**src/rtl/lea_pkg.sv**
```systemverilog
package lea_pkg;
  localparam int XLEN = 64;

  typedef enum logic [1:0] {
    SZ16 = 2'd0,
    SZ32 = 2'd1,
    SZ64 = 2'd2
  } size_e;

  typedef enum logic [1:0] {
    WW16 = 2'b00,
    WW32 = 2'b01,
    WW64 = 2'b10
  } wwidth_e;

  function automatic logic [XLEN-1:0] size_mask(size_e s);
    case (s)
      SZ16:    size_mask = {{(XLEN-16){1'b0}}, 16'hFFFF};
      SZ32:    size_mask = {{(XLEN-32){1'b0}}, 32'hFFFF_FFFF};
      default: size_mask = {XLEN{1'b1}};
    endcase
  endfunction
endpackage

```
**src/rtl/lea_size_resolve.sv**
```systemverilog
module lea_size_resolve
  import lea_pkg::*;
(
  input  logic       clk,
  input  logic       rst,
  input  logic       mode64,
  input  logic       cs_def32,
  input  logic       pfx_opsize,
  input  logic       pfx_adsize,
  input  logic       pfx_rexw,
  input  logic       pfx_lock,
  input  logic [1:0] modrm_mod,
  output size_e      osize,
  output size_e      asize,
  output logic       illegal
);
  localparam logic [1:0] MOD_REG = 2'b11;

  always_comb begin
    if (mode64) begin
      // REX.W dominates the operand-size override
      if (pfx_rexw)        osize = SZ64;
      else if (pfx_opsize) osize = SZ16;
      else                 osize = SZ32;
      asize = pfx_adsize ? SZ32 : SZ64;
    end else begin
      osize = (cs_def32 ^ pfx_opsize) ? SZ32 : SZ16;
      asize = (cs_def32 ^ pfx_adsize) ? SZ32 : SZ16;
    end
    illegal = (modrm_mod == MOD_REG) || pfx_lock;
  end

  // long mode never yields a 16-bit address
  p_no_a16_long_r5: assert property (@(posedge clk) disable iff (rst)
    mode64 |-> (asize != SZ16));
  // legacy mode never yields a 64-bit operand
  p_no_o64_legacy_r4: assert property (@(posedge clk) disable iff (rst)
    !mode64 |-> (osize != SZ64));
endmodule

```
**src/rtl/lea_addr_calc.sv**
```systemverilog
module lea_addr_calc
  import lea_pkg::*;
#(
  parameter int DISP_W = 32
) (
  input  logic [XLEN-1:0]   base_val,
  input  logic [XLEN-1:0]   index_val,
  input  logic [1:0]        scale_sel,
  input  logic [DISP_W-1:0] disp_val,
  input  size_e             asize,
  output logic [XLEN-1:0]   ea
);
  localparam int EXT_W = XLEN - DISP_W;

  logic [XLEN-1:0] disp_x;
  logic [XLEN-1:0] scaled;
  logic [XLEN-1:0] sum;

  always_comb begin
    disp_x = {{EXT_W{disp_val[DISP_W-1]}}, disp_val};
    scaled = index_val << scale_sel;
    sum    = base_val + scaled + disp_x;
    // wrap at the address width before any widening
    ea     = sum & size_mask(asize);
  end
endmodule

```
**src/rtl/lea_result_unit.sv**
```systemverilog
module lea_result_unit
  import lea_pkg::*;
#(
  parameter int DISP_W = 32,
  parameter int RIDX_W = 4
) (
  input  logic              clk,
  input  logic              rst,
  input  logic              in_valid,
  input  logic              mode64,
  input  logic              cs_def32,
  input  logic              pfx_opsize,
  input  logic              pfx_adsize,
  input  logic              pfx_rexw,
  input  logic              pfx_lock,
  input  logic [1:0]        modrm_mod,
  input  logic [RIDX_W-1:0] dst_idx,
  input  logic [63:0]       base_val,
  input  logic [63:0]       index_val,
  input  logic [1:0]        scale_sel,
  input  logic [DISP_W-1:0] disp_val,
  output logic              out_valid,
  output logic              wr_en,
  output logic [RIDX_W-1:0] wr_idx,
  output logic [63:0]       wr_data,
  output logic [1:0]        wr_width,
  output logic              invalid_op
);
  size_e           osize, asize;
  logic            illegal;
  logic [XLEN-1:0] ea;
  logic [XLEN-1:0] data_n;
  wwidth_e         width_n;

  lea_size_resolve u_size (
    .clk(clk), .rst(rst), .mode64(mode64), .cs_def32(cs_def32),
    .pfx_opsize(pfx_opsize), .pfx_adsize(pfx_adsize), .pfx_rexw(pfx_rexw),
    .pfx_lock(pfx_lock), .modrm_mod(modrm_mod),
    .osize(osize), .asize(asize), .illegal(illegal)
  );

  lea_addr_calc #(.DISP_W(DISP_W)) u_addr (
    .base_val(base_val), .index_val(index_val), .scale_sel(scale_sel),
    .disp_val(disp_val), .asize(asize), .ea(ea)
  );

  always_comb begin
    data_n = ea & size_mask(osize);
    case (osize)
      SZ16:    width_n = WW16;
      SZ32:    width_n = mode64 ? WW64 : WW32;
      default: width_n = WW64;
    endcase
  end

  always_ff @(posedge clk) begin
    if (rst) begin
      out_valid  <= 1'b0;
      wr_en      <= 1'b0;
      invalid_op <= 1'b0;
      wr_idx     <= '0;
      wr_data    <= '0;
      wr_width   <= WW16;
    end else begin
      out_valid  <= in_valid;
      wr_en      <= in_valid & ~illegal;
      invalid_op <= in_valid & illegal;
      wr_idx     <= dst_idx;
      wr_data    <= data_n;
      wr_width   <= width_n;
    end
  end

  p_valid_rise_r1: assert property (@(posedge clk) disable iff (rst)
    in_valid |=> out_valid);
  p_valid_idle_r1: assert property (@(posedge clk) disable iff (rst)
    !in_valid |=> !out_valid);
  p_lock_trap_r3: assert property (@(posedge clk) disable iff (rst)
    (in_valid && pfx_lock) |=> (invalid_op && !wr_en));
  p_regform_trap_r2: assert property (@(posedge clk) disable iff (rst)
    (in_valid && modrm_mod == 2'b11) |=> (invalid_op && !wr_en));
  p_excl_r11: assert property (@(posedge clk) disable iff (rst)
    !(wr_en && invalid_op) && (out_valid || (!wr_en && !invalid_op)));
  p_zext16_r8: assert property (@(posedge clk) disable iff (rst)
    (wr_en && wr_width == WW16) |-> (wr_data[63:16] == '0));
  p_zext32_r8: assert property (@(posedge clk) disable iff (rst)
    (wr_en && wr_width == WW32) |-> (wr_data[63:32] == '0));
endmodule

```
**config.mk**
```make
export PLATFORM = sky130hd
export DESIGN_NAME = lea_result_unit
export DESIGN_NICKNAME = d
export VERILOG_FILES = /design/src/rtl/lea_pkg.sv /design/src/rtl/lea_size_resolve.sv /design/src/rtl/lea_addr_calc.sv /design/src/rtl/lea_result_unit.sv
export SDC_FILE = /design/constraint.sdc
export NUM_CORES = 1
export LEC_CHECK = 0
export BUFFER_PORTS_ARGS = -buffer_cell sky130_fd_sc_hd__buf_2
export CORE_MARGIN = 2
export CORE_UTILIZATION = 49
export CTS_CLUSTER_DIAMETER = 40
export DETAILED_ROUTE_END_ITERATION = 8
export PLACE_DENSITY_LB_ADDON = 0.08
export SYNTH_ARGS = -nofsm -noshare
export SYNTH_HDL_FRONTEND = slang
export SYNTH_SLANG_ARGS = --single-unit
```
**constraint.sdc**
```tcl
create_clock -name clk -period 3.8 [get_ports clk]
set_input_delay 0 -clock clk [delete_from_list [all_inputs] [get_ports clk]]
set_output_delay 0 -clock clk [all_outputs]
set_load 0.02 [all_outputs]
```
==> flow_summary.toml <==
[run_status]
outcome = "finished, final reports clean"

[power]
vdd_drop_max_mv = 0.296
p_leak_nw = 4.93
p_per_area_nw_per_um2 = 469

[logic_synthesis]
synthFlopType = "dfxtp_1"
ys_seq_area_share_pct = 17.2
synthArstFlopShare_pct = 0
avgSynthCellArea_sq_um = 9.37
synthXorXnorAreaFrac_pct = 5.57
synth_commonest_cells = "nor2_1, a21oi_1, dfxtp_1"
synth_cell_types = 69
synthMuxAreaShare_pct = 16.4
synth_edf_count = 0
synth_most_common_cell = "nor2_1"
yosys.area_share.adder_pct = 24.2
synth_top_area_share_pct = 17.2
syn-num-nets = 1209
synth_cells = 906
synthTopCellsByArea = "dfxtp_1, fa_1, mux4_2"
synth-simple-area-share_pct = 15.0
syn-cell-area_sq_um = 8490
yosysTopAreaCell = "dfxtp_1"
ys.warnings.count = 0
synth_top_family_by_area = "adder cells"
synth_compound_area_share_pct = 17.9
ys_ff_latch = 73

[floorplanning]
die_x_microns = 136
dieArea_sq_um = 18400
start_util_pct = 49.6
ios = 250
std_cell_rows = 48
die_h_microns = 136
core_sq_um = 17100

[timing]
fin_tns_setup_ps = 0
max_freq_mhz = 285
tightest_slew_ps = 654
finalHoldViolCount = 0
setup_violations = 0
relSlewSlack_pct = 56.4
rsz0062_at_grt = "false"
min_period_ps = 3510
finalCritPeriodShare_pct = 92.4
setup_ws_ps = 290
drv_slew = 0

[route]
viasPerCell = 5.76
wl_per_cell_microns = 18.2
vias = 8186
highest_layer = "met5"
route.met3.wl_microns = 1580
wl_met2_microns = 12000
drc = 0
postRouteAntennaNets = 0
first_pass_iters = 6
routedLengthMet1_microns = 11700
drt_iter0_drc = 629
wl_microns = 25900

[global_routing]
grt_pass1_wl_microns = 41700
grt_usage_pct = 29.0
overflow = 0
grt_pass1_vias = 8031
grt_max_degree = 36
antenna_found_initial = 1

[setup_path]
slowest_stage = "mux4_2"
worstPathCellList = "buf_4 -> buf_12 -> buf_12 -> mux4_2 -> fa_1 -> ha_1 -> nand4_1 -> nor2_2 -> nand4_1 -> or4_1 -> a311oi_1 -> nor3_2 -> o21ai_2 -> xnor2_1 -> nor2_1"
startpoint_type = "input pin"
end_kind = "register"
arrival_ps = 3750
path_buf_inv = 3
crit_type = "in2reg"
crit_required_ps = 4040
crit_path_max_incr_delay_ps = 510
cp_max_fo = 17
cp_top_family = "simple AND/OR/NAND/NOR gates"

[cells_and_area]
final_util_pct = 63.2
area_delta_synth_final_pct = 27.4
num-nets-final = 1494
drive_gt1_share_pct = 34.1
finalNonFillerCells = 1421
antenna_cells = 0

[run]
maxCapViolations = 0

[min_path]
hp-class = "in2reg"

[clock_tree]
cts_tree = "built"
clock_path_buffers = 2
cts_hold_buf = 11
cts_buffers = 9
ctsRootBufferMaster = "clkbuf_16"
clock_sinks = 73
h-tree-depth = 3
clk_pin_slew_ps = 70
cts_resized = 0
postCtsSetupRepairBufs = 0

[placed_design]
portBuffers = 249
gp_congestion = 0.930
dpl_worst_slack_ps = -78.2
dp_hpwl_microns = 21800
dp_cells = 1394
-- metrics by stage --
step / total power [mW] / cell area (sq um) / hold slack [ps]
floorplan: 3.01 / 8490 / 71.6
global placement: 4.01 / 10400 / 209
detailed placement: 4.00 / 10400 / 212
CTS: 5.06 / 10800 / 27.7
global route: 5.44 / 10800 / 57.5
finish: 5.08 / 10800 / 26.8
-- layer usage --
layer	vias up	track usage [%]
li1	3903	-
met1	3926	41.1
met2	316	46.0
met3	39	4.38
met4	2	8.68
met5	-	0
-- worst min-delay path, stage by stage --
cell    delay (ps)
buf_2          100
inv_1           60
fa_1           150
nor2_1          40
-- final cells by class --
cell class	instances	area, sq um
Clock buffer	9	225
Clock inverter	7	125
Fill cell	1485	6300
Inverter	24	90.1
Multi-Input combinational cell	759	6720
Sequential cell	73	1460
Tap cell	225	282
Timing Repair Buffer	324	1910
-- path summary, 6_finish.rpt --
path	start	to	slack (ps)	cells past startpoint
worst max-delay path	scale_sel[0]	wr_data[52]	290	15
worst min-delay path	disp_val[0]	wr_data[0]	30	4
-- registers in the layout, summed over array words and instances, names as in the netlist --
register,count
wr_data,64
wr_idx,4
wr_width,2
invalid_op,1
out_valid,1
wr_en,1
-- power by group --
part	switching (mW)	leakage (nW)	internal (mW)
registers	0.0279	0.599	0.881
logic	1.79	4.16	1.35
clock network	0.386	0.171	0.649
total	2.20	4.93	2.88
-- logic make-up (layout without fill, tap and decap cells) --
group / count (synthesis) / count (layout)
AO/OA/AOI/OAI: 241 / 241
XOR/XNOR: 54 / 54
adder cells (fa/ha/maj): 126 / 126
buffers and inverters: 74 / 364
flip-flops: 73 / 73
multiplexers: 69 / 69
AND/OR/NAND/NOR: 269 / 269
-- layout by cell type (no fill, tap or decap), types with 4 or more instances in the layout --
cell	Yosys	routed
nor3b_1	5	5
mux4_2	56	56
and2_1	4	4
clkbuf_16	0	9
dlygate4sd3_1	0	11
mux2i_1	12	12
buf_12	0	6
and3_1	5	5
o21a_1	10	10
inv_1	24	24
or4_1	4	4
o21bai_1	15	15
a21oi_2	5	5
xnor2_1	28	28
xor2_1	26	26
dfxtp_1	73	73
nor2b_1	11	11
o21ai_0	35	35
fa_1	64	64
nand3_1	12	12
nor3_1	16	16
a31oi_1	9	9
a21oi_1	89	89
o21ai_1	8	8
nand4_1	26	26
ha_1	62	62
nand2b_1	5	5
o211ai_1	6	6
buf_2	26	248
nand2_1	71	71
buf_4	1	59
nor2_1	94	94
a21o_1	29	29
No activity file was read; power rests on OpenSTA's default activity.
